<file path="src/rtl/exc_entry_pkg.sv">
package exc_entry_pkg;
  // PS field positions
  localparam int PS_IL_LSB = 0;
  localparam int PS_IL_W   = 4;
  localparam int PS_EXCM   = 4;
  localparam int PS_UM     = 5;

  typedef enum logic [1:0] {
    VEC_KERNEL = 2'd0,
    VEC_USER   = 2'd1,
    VEC_DOUBLE = 2'd2,
    VEC_DEBUG  = 2'd3
  } vec_e;
endpackage

</file>
<file path="src/rtl/exc_align_gate.sv">
module exc_align_gate #(
  parameter int XLEN              = 32,
  parameter int CAUSE_W           = 6,
  parameter bit OPT_UNALIGNED_EXC = 1'b1,
  parameter bit OPT_HW_ALIGN      = 1'b0,
  parameter int ALIGN_CAUSE       = 9
) (
  input  logic               in_req,
  input  logic [CAUSE_W-1:0] in_cause,
  input  logic               in_has_va,
  input  logic [XLEN-1:0]    in_va,
  input  logic               mis_req,
  input  logic [XLEN-1:0]    mis_va,
  output logic               out_req,
  output logic [CAUSE_W-1:0] out_cause,
  output logic               out_has_va,
  output logic [XLEN-1:0]    out_va
);
  localparam bit TRAP_MISALIGN = OPT_UNALIGNED_EXC && !OPT_HW_ALIGN;
  localparam logic [CAUSE_W-1:0] ALIGN_CODE = CAUSE_W'(ALIGN_CAUSE);

  generate
    if (TRAP_MISALIGN) begin : g_trap
      always_comb begin
        if (in_req) begin
          out_req    = 1'b1;
          out_cause  = in_cause;
          out_has_va = in_has_va;
          out_va     = in_va;
        end else begin
          out_req    = mis_req;
          out_cause  = ALIGN_CODE;
          out_has_va = mis_req;
          out_va     = mis_va;
        end
      end
    end else begin : g_pass
      logic unused_mis;
      assign unused_mis = mis_req ^ (^mis_va);
      assign out_req    = in_req;
      assign out_cause  = in_cause;
      assign out_has_va = in_has_va;
      assign out_va     = in_va;
    end
  endgenerate
endmodule

</file>
<file path="src/rtl/exc_arbiter.sv">
module exc_arbiter
  import exc_entry_pkg::*;
#(
  parameter int PS_W      = 16,
  parameter int DBG_LEVEL = 6
) (
  input  logic [PS_W-1:0] ps_cur,
  input  logic            dbg_req,
  input  logic            gen_req,
  output logic            take_dbg,
  output logic            take_gen,
  output vec_e            vsel
);
  localparam logic [PS_IL_W-1:0] DBG_IL = PS_IL_W'(DBG_LEVEL);

  logic [PS_IL_W-1:0] cur_il;
  logic               dbg_allowed;

  assign cur_il      = ps_cur[PS_IL_LSB +: PS_IL_W];
  assign dbg_allowed = cur_il < DBG_IL;

  always_comb begin
    take_dbg = dbg_req && dbg_allowed;
    take_gen = gen_req && !take_dbg;
    if (take_dbg)                vsel = VEC_DEBUG;
    else if (ps_cur[PS_EXCM])    vsel = VEC_DOUBLE;
    else if (ps_cur[PS_UM])      vsel = VEC_USER;
    else                         vsel = VEC_KERNEL;
  end
endmodule

</file>
<file path="src/rtl/exc_state_regs.sv">
module exc_state_regs
  import exc_entry_pkg::*;
#(
  parameter int              XLEN      = 32,
  parameter int              CAUSE_W   = 6,
  parameter int              PS_W      = 16,
  parameter int              DBG_LEVEL = 6,
  parameter bit              HAS_DEPC  = 1'b1,
  parameter logic [PS_W-1:0] PS_RESET  = 16'h0010
) (
  input  logic               clk,
  input  logic               rst_n,
  input  logic               take_gen,
  input  logic               take_dbg,
  input  vec_e               vsel,
  input  logic [CAUSE_W-1:0] gen_cause,
  input  logic               gen_has_va,
  input  logic [XLEN-1:0]    gen_va,
  input  logic [CAUSE_W-1:0] dbg_cause,
  input  logic [XLEN-1:0]    pc,
  input  logic               ps_load,
  input  logic [PS_W-1:0]    ps_load_val,
  output logic [PS_W-1:0]    ps_q,
  output logic [XLEN-1:0]    epc1_q,
  output logic [XLEN-1:0]    depc_q,
  output logic [CAUSE_W-1:0] cause_q,
  output logic [XLEN-1:0]    vaddr_q,
  output logic [CAUSE_W-1:0] dcause_q,
  output logic [XLEN-1:0]    epcd_q,
  output logic [PS_W-1:0]    epsd_q,
  output logic               valid_q,
  output vec_e               vsel_q
);
  localparam logic [PS_IL_W-1:0] DBG_IL = PS_IL_W'(DBG_LEVEL);

  logic [PS_W-1:0]    ps_d;
  logic [XLEN-1:0]    epc1_d, depc_d, vaddr_d, epcd_d;
  logic [CAUSE_W-1:0] cause_d, dcause_d;
  logic [PS_W-1:0]    epsd_d;
  logic               ps_en, epc1_en, depc_en, cause_en, vaddr_en, dbg_en;
  logic               nested;

  assign nested = ps_q[PS_EXCM];

  // enables
  always_comb begin
    dbg_en   = take_dbg;
    cause_en = take_gen;
    vaddr_en = take_gen && gen_has_va;
    depc_en  = take_gen && nested && HAS_DEPC;
    epc1_en  = take_gen && !(nested && HAS_DEPC);
    ps_en    = take_gen || take_dbg || ps_load;
  end

  // next-state values
  always_comb begin
    ps_d = ps_q;
    if (take_dbg) begin
      ps_d[PS_IL_LSB +: PS_IL_W] = DBG_IL;
      ps_d[PS_EXCM]              = 1'b1;
    end else if (take_gen) begin
      ps_d[PS_EXCM]              = 1'b1;
    end else if (ps_load) begin
      ps_d = ps_load_val;
    end
    epc1_d   = pc;
    depc_d   = pc;
    cause_d  = gen_cause;
    vaddr_d  = gen_va;
    dcause_d = dbg_cause;
    epcd_d   = pc;
    epsd_d   = ps_q;
  end

  always_ff @(posedge clk or negedge rst_n) begin
    if (!rst_n) begin
      ps_q     <= PS_RESET;
      epc1_q   <= '0;
      depc_q   <= '0;
      cause_q  <= '0;
      vaddr_q  <= '0;
      dcause_q <= '0;
      epcd_q   <= '0;
      epsd_q   <= '0;
      valid_q  <= 1'b0;
      vsel_q   <= VEC_KERNEL;
    end else begin
      if (ps_en)    ps_q    <= ps_d;
      if (epc1_en)  epc1_q  <= epc1_d;
      if (depc_en)  depc_q  <= depc_d;
      if (cause_en) cause_q <= cause_d;
      if (vaddr_en) vaddr_q <= vaddr_d;
      if (dbg_en) begin
        dcause_q <= dcause_d;
        epcd_q   <= epcd_d;
        epsd_q   <= epsd_d;
      end
      valid_q <= take_gen || take_dbg;
      if (take_gen || take_dbg) vsel_q <= vsel;
    end
  end


  entry_sets_excm_chk: assert property (@(posedge clk) disable iff (!rst_n)
    valid_q |-> ps_q[PS_EXCM]);

  dbg_level_raised_chk: assert property (@(posedge clk) disable iff (!rst_n)
    (valid_q && vsel_q == VEC_DEBUG) |-> ps_q[PS_IL_LSB +: PS_IL_W] == DBG_IL);

  dbg_ps_saved_chk: assert property (@(posedge clk) disable iff (!rst_n)
    (take_dbg) |=> (epsd_q == $past(ps_q)));

  double_needs_excm_chk: assert property (@(posedge clk) disable iff (!rst_n)
    take_gen |=> ((vsel_q == VEC_DOUBLE) == $past(ps_q[PS_EXCM])));

  kernel_pc_saved_chk: assert property (@(posedge clk) disable iff (!rst_n)
    (take_gen && !ps_q[PS_EXCM]) |=> (epc1_q == $past(pc)));

  vaddr_only_on_entry_chk: assert property (@(posedge clk) disable iff (!rst_n)
    !$stable(vaddr_q) |-> valid_q);
endmodule

</file>
<file path="src/rtl/exc_entry_ctrl.sv">
module exc_entry_ctrl
  import exc_entry_pkg::*;
#(
  parameter int              XLEN              = 32,
  parameter int              CAUSE_W           = 6,
  parameter int              PS_W              = 16,
  parameter int              DBG_LEVEL         = 6,
  parameter bit              HAS_DEPC          = 1'b1,
  parameter bit              OPT_UNALIGNED_EXC = 1'b1,
  parameter bit              OPT_HW_ALIGN      = 1'b0,
  parameter int              ALIGN_CAUSE       = 9,
  parameter logic [PS_W-1:0] PS_RESET          = 16'h0010
) (
  input  logic               clk,
  input  logic               rst_n,
  input  logic               exc_req,
  input  logic [CAUSE_W-1:0] exc_cause,
  input  logic               exc_has_vaddr,
  input  logic [XLEN-1:0]    exc_vaddr,
  input  logic               mis_req,
  input  logic [XLEN-1:0]    mis_vaddr,
  input  logic               dbg_req,
  input  logic [CAUSE_W-1:0] dbg_cause,
  input  logic [XLEN-1:0]    req_pc,
  input  logic               ps_load,
  input  logic [PS_W-1:0]    ps_load_val,
  output logic [PS_W-1:0]    ps,
  output logic [XLEN-1:0]    epc1,
  output logic [XLEN-1:0]    depc,
  output logic [CAUSE_W-1:0] exc_cause_q,
  output logic [XLEN-1:0]    exc_vaddr_q,
  output logic [CAUSE_W-1:0] dbg_cause_q,
  output logic [XLEN-1:0]    epc_dbg,
  output logic [PS_W-1:0]    eps_dbg,
  output logic               vec_valid,
  output logic [1:0]         vec_sel
);
  logic               g_req, g_has_va;
  logic [CAUSE_W-1:0] g_cause;
  logic [XLEN-1:0]    g_va;
  logic               take_dbg, take_gen;
  vec_e               vsel, vsel_q;

  exc_align_gate #(
    .XLEN(XLEN), .CAUSE_W(CAUSE_W),
    .OPT_UNALIGNED_EXC(OPT_UNALIGNED_EXC), .OPT_HW_ALIGN(OPT_HW_ALIGN),
    .ALIGN_CAUSE(ALIGN_CAUSE)
  ) u_gate (
    .in_req(exc_req), .in_cause(exc_cause), .in_has_va(exc_has_vaddr),
    .in_va(exc_vaddr), .mis_req(mis_req), .mis_va(mis_vaddr),
    .out_req(g_req), .out_cause(g_cause), .out_has_va(g_has_va), .out_va(g_va)
  );

  exc_arbiter #(.PS_W(PS_W), .DBG_LEVEL(DBG_LEVEL)) u_arb (
    .ps_cur(ps), .dbg_req(dbg_req), .gen_req(g_req),
    .take_dbg(take_dbg), .take_gen(take_gen), .vsel(vsel)
  );

  exc_state_regs #(
    .XLEN(XLEN), .CAUSE_W(CAUSE_W), .PS_W(PS_W), .DBG_LEVEL(DBG_LEVEL),
    .HAS_DEPC(HAS_DEPC), .PS_RESET(PS_RESET)
  ) u_regs (
    .clk(clk), .rst_n(rst_n), .take_gen(take_gen), .take_dbg(take_dbg),
    .vsel(vsel), .gen_cause(g_cause), .gen_has_va(g_has_va), .gen_va(g_va),
    .dbg_cause(dbg_cause), .pc(req_pc), .ps_load(ps_load),
    .ps_load_val(ps_load_val), .ps_q(ps), .epc1_q(epc1), .depc_q(depc),
    .cause_q(exc_cause_q), .vaddr_q(exc_vaddr_q), .dcause_q(dbg_cause_q),
    .epcd_q(epc_dbg), .epsd_q(eps_dbg), .valid_q(vec_valid), .vsel_q(vsel_q)
  );

  assign vec_sel = vsel_q;


  pulse_needs_request_chk: assert property (@(posedge clk) disable iff (!rst_n)
    !(exc_req || mis_req || dbg_req) |=> !vec_valid);
endmodule

</file>
<file path="config.mk">
export PLATFORM = sky130hd
export DESIGN_NAME = exc_entry_ctrl
export DESIGN_NICKNAME = d
export VERILOG_FILES = /design/src/rtl/exc_entry_pkg.sv /design/src/rtl/exc_align_gate.sv /design/src/rtl/exc_arbiter.sv /design/src/rtl/exc_state_regs.sv /design/src/rtl/exc_entry_ctrl.sv
export SDC_FILE = /design/constraint.sdc
export NUM_CORES = 1
export LEC_CHECK = 0
export ABC_AREA = 1
export BUFFER_PORTS_ARGS = -buffer_cell sky130_fd_sc_hd__buf_2
export CORE_MARGIN = 4
export CORE_UTILIZATION = 45
export CTS_BUF_LIST = sky130_fd_sc_hd__clkbuf_16
export CTS_CLUSTER_DIAMETER = 40
export CTS_CLUSTER_SIZE = 12
export DETAILED_ROUTE_END_ITERATION = 6
export PLACE_DENSITY = 0.82
export SLEW_MARGIN = 20
export SYNTH_ARGS = -nofsm -noshare
export SYNTH_HDL_FRONTEND = slang
export SYNTH_SLANG_ARGS = --single-unit
</file>
<file path="constraint.sdc">
create_clock -name clk -period 1.4 [get_ports clk]
set_input_delay 0.21 -clock clk [delete_from_list [all_inputs] [get_ports clk]]
set_output_delay 0.21 -clock clk [all_outputs]
set_load 0.05 [all_outputs]
</file>
==> flow_summary.yaml <==
drt:
  via_count: 7240
  ant_nets: 0
  drc: 0
  detail_route.vias_per_cell: 5.059
  drtIter0Drc: 455
  totalWireLength_um: 23110
  first_pass_iters: 6
  wire_per_inst_um: 16.15
synthesis:
  netlist_top_cells_count: "nand2_1 (489), dfrtp_1 (174), nand4_1 (96)"
  yosysSeqAreaShare_pct: 58.82
  synth.cell_area_mm2: 0.007447
  syn_nets: 1010
  synthArstFlopShare_pct: 100.0
  ys_seq_elements: 175
  avgSynthCellArea_um2: 8.472
  synth_top_area_share_pct: 58.47
  ys_types: 18
  synthTopCellsByArea: "dfrtp_1 (58%), nand2_1 (25%), nand4_1 (8.1%)"
  synth_largest_area_cell: "dfrtp_1"
  yosys.cell_count.top_type: "nand2_1"
  synth_ff_type: "dfrtp_1"
  synth_edf_count: 0
  synth_warnings: 0
  synth_cells: 879
floorplan:
  die_area_mm2: 0.01867
  pin_count: 306
  core_area_mm2: 0.01606
  die_w_um: 136.6
  start_util_pct: 46.38
  die_y_um: 136.6
  fp-row-count: 46
setup_path:
  r2r_cells: 7
  critical-path-top-delay-family: "flip-flops"
  worst_ep_arrival_time_ns: 1.23
  end_kind: "output port"
  cpPeakStageDelay_ns: 0.57
  crit_top_cell: "buf_12"
  regToRegSetupSlack_ns: 0.07
  cp_slowest_cell: "dfstp_2"
  start_kind: "flop"
  r2r_end: "u_regs.depc_q[2]"
  cp.buffers_inverters: 2
  crit_fanout: 2
  worstSetupPathType: "reg -> out"
  rr_startpoint: "u_regs.ps_q[2]"
  cp.required_ns: 1.19
  cp_cell_sequence: "buf_12 > buf_12"
worst_hold_path:
  holdPathStages: 3
  holdPathEnd: "u_regs.epcd_q[21]"
  hold_start: "req_pc[21]"
  hp-class: "in -> reg"
clocking:
  cts_root_buf: "clkbuf_16"
  cts_buffers: 17
  clock_insertion_delay_worst_skew_ns: 0.42
  clkTransAtPathRegs_ns: 0.07
  cts_tree: "built"
  cts_buffer_depth: 2
  h-tree-depth: 4
  cts.sinks: 175
pwr:
  powerDensity_mw_per_mm2: 2585
  ir_drop_mv: 1.460
  p_leak_nw: 5.946
sta:
  setup-violations-final: 1
  clock.fmax_mhz: 696.4
  rsz0062_at_grt: "yes"
  period_needed_ns: 1.436
  whs_ns: 0.01756
  hold_viol_final: 0
  fin_crit_sh_pct: 102.6
  worst_pin_slew_ns: 0.4324
  worst_slack_ns: -0.03597
  skew_ns: 0.01089
  max_slew_margin_pct: 71.17
  finalMaxSlewViolations: 0
status:
  status: "finished with violations"
  violations: "setup timing"
global_routing:
  grt_pass1_vias: 6902
  grt.total_usage_pct: 23.80
  grt_first_pass_wirelength_um: 34970
  grt_max_degree: 50
  antenna_found_initial: 0
  overflow: 0
finish:
  ff_latch_area_mm2: 0.004384
  n_antenna_cell: 0
  drive_above_1_share_pct: 33.25
  multi_input_area_mm2: 0.002685
  n_fill_cell: 1326
  syn2layout_area_growth_pct: 37.20
  nets: 1333
placed_design:
  pre_cts_slack_ns: 0.04264
  gp_congestion: 0.8289
  portBuffers: 305
  hpwl_um: 16280
flow_run:
  max_cap_violations: 0
==> routing by layer <==
metal  up-vias  track usage (%)  wire length [um]  share of wire, %
met4         0            9.239               585               2.5
met2       372            40.09             11450                50
li1       3468                -                 -                 -
met1      3354            30.05              9048                39
met5         -                0                 0                 0
met3        46            5.184              2025               8.8
==> flip-flops by register name (all words and copies together) (netlist names) <==
| register | count |
|---|---|
| u_regs.depc_q | 32 |
| u_regs.valid_q | 1 |
| u_regs.vsel_q | 2 |
| u_regs.vaddr_q | 32 |
| u_regs.cause_q | 6 |
| u_regs.epsd_q | 16 |
| u_regs.dcause_q | 6 |
| u_regs.epc1_q | 32 |
| u_regs.ps_q | 16 |
| u_regs.epcd_q | 32 |
==> logic make-up (layout without fill, tap and decap cells) <==
kind of cell    Yosys count  after routing  synth area share (%)
buf+inv                  78            414                 5.561
flops                   175            175                 58.82
simple gates            617            617                 35.01
compound gates            9              9                0.6048
==> power breakdown <==
group	switching [mW]	internal (mW)	total, mW	leakage, nW
Clock	2.02	2.62	4.64	0.279
Sequential	1.18	7.04	8.22	2.17
Combinational	10.5	3.02	13.6	3.50
==> cell usage in the layout (no fill, tap or decap), types with 6 or more instances in the layout <==
cell type / n
buf_4: 38
nand3_1: 19
clkbuf_16: 20
inv_1: 12
buf_2: 301
dlygate4sd3_1: 7
dfrtp_1: 171
nand4_1: 96
buf_12: 12
nand2_1: 489
o21ai_0: 7
nor2_1: 6
==> tightest hold or removal path: cells and delay by family <==
family	cells	cell delay (ns)
buffers and inverters	1	0.10
and+or+nand+nor	2	0.09
==> per-stage QoR <==
step / instance area, um^2 / setup TNS (ns) / cells / utilization (%) / total power, mW
6_report: 10220 / -0.03597 / 1431 / 63.63 / 26.41
3_5_place_dp: 9412 / 0 / 1385 / 58.61 / 21.53
5_1_grt: 10220 / -0.06747 / 1431 / 63.63 / 27.66
4_1_cts: 10080 / -0.05838 / 1426 / 62.79 / 26.24
2_1_floorplan: 7470 / 0 / 879 / - / 17.84
3_3_place_gp: 9412 / 0 / 1385 / 58.61 / 21.29
==> how the worst max path moves through the flow <==
| stage | startpoint | to | slack [ns] | depth (start not counted) |
|---|---|---|---|---|
| final | u_regs.ps_q[4] | ps[4] | -0.04 | 2 |
| after global routing | u_regs.ps_q[4] | ps[4] | -0.07 | 2 |
| after CTS | u_regs.ps_q[4] | ps[4] | -0.06 | 2 |
| after detailed placement | u_regs.ps_q[3] | u_regs.epcd_q[30] | 0.04 | 7 |
| after global placement | u_regs.ps_q[1] | u_regs.epcd_q[30] | 0.11 | 7 |
| after floorplan | u_regs.ps_q[1] | u_regs.epsd_q[10] | 0.004 | 7 |
==> final cells by class <==
type / count / area share, %
timing repair buffer: 367 / 22.01
clock buffer: 17 / 4.164
sequential: 175 / 42.91
clock inverter: 15 / 1.421
tap: 216 / 2.645
inverter: 15 / 0.5756
multi-input combinational: 626 / 26.28
==> what timing repair did <==
item	4_1_cts	5_1_grt
buffers inserted	2	1
pin swaps	0	1
resized for setup	4	13
setup endpoints to repair	1	103
hold buffers	7	0
endpoints found under the hold margin	39	0
gates cloned	0	4
(Power assumes the default switching activity.)
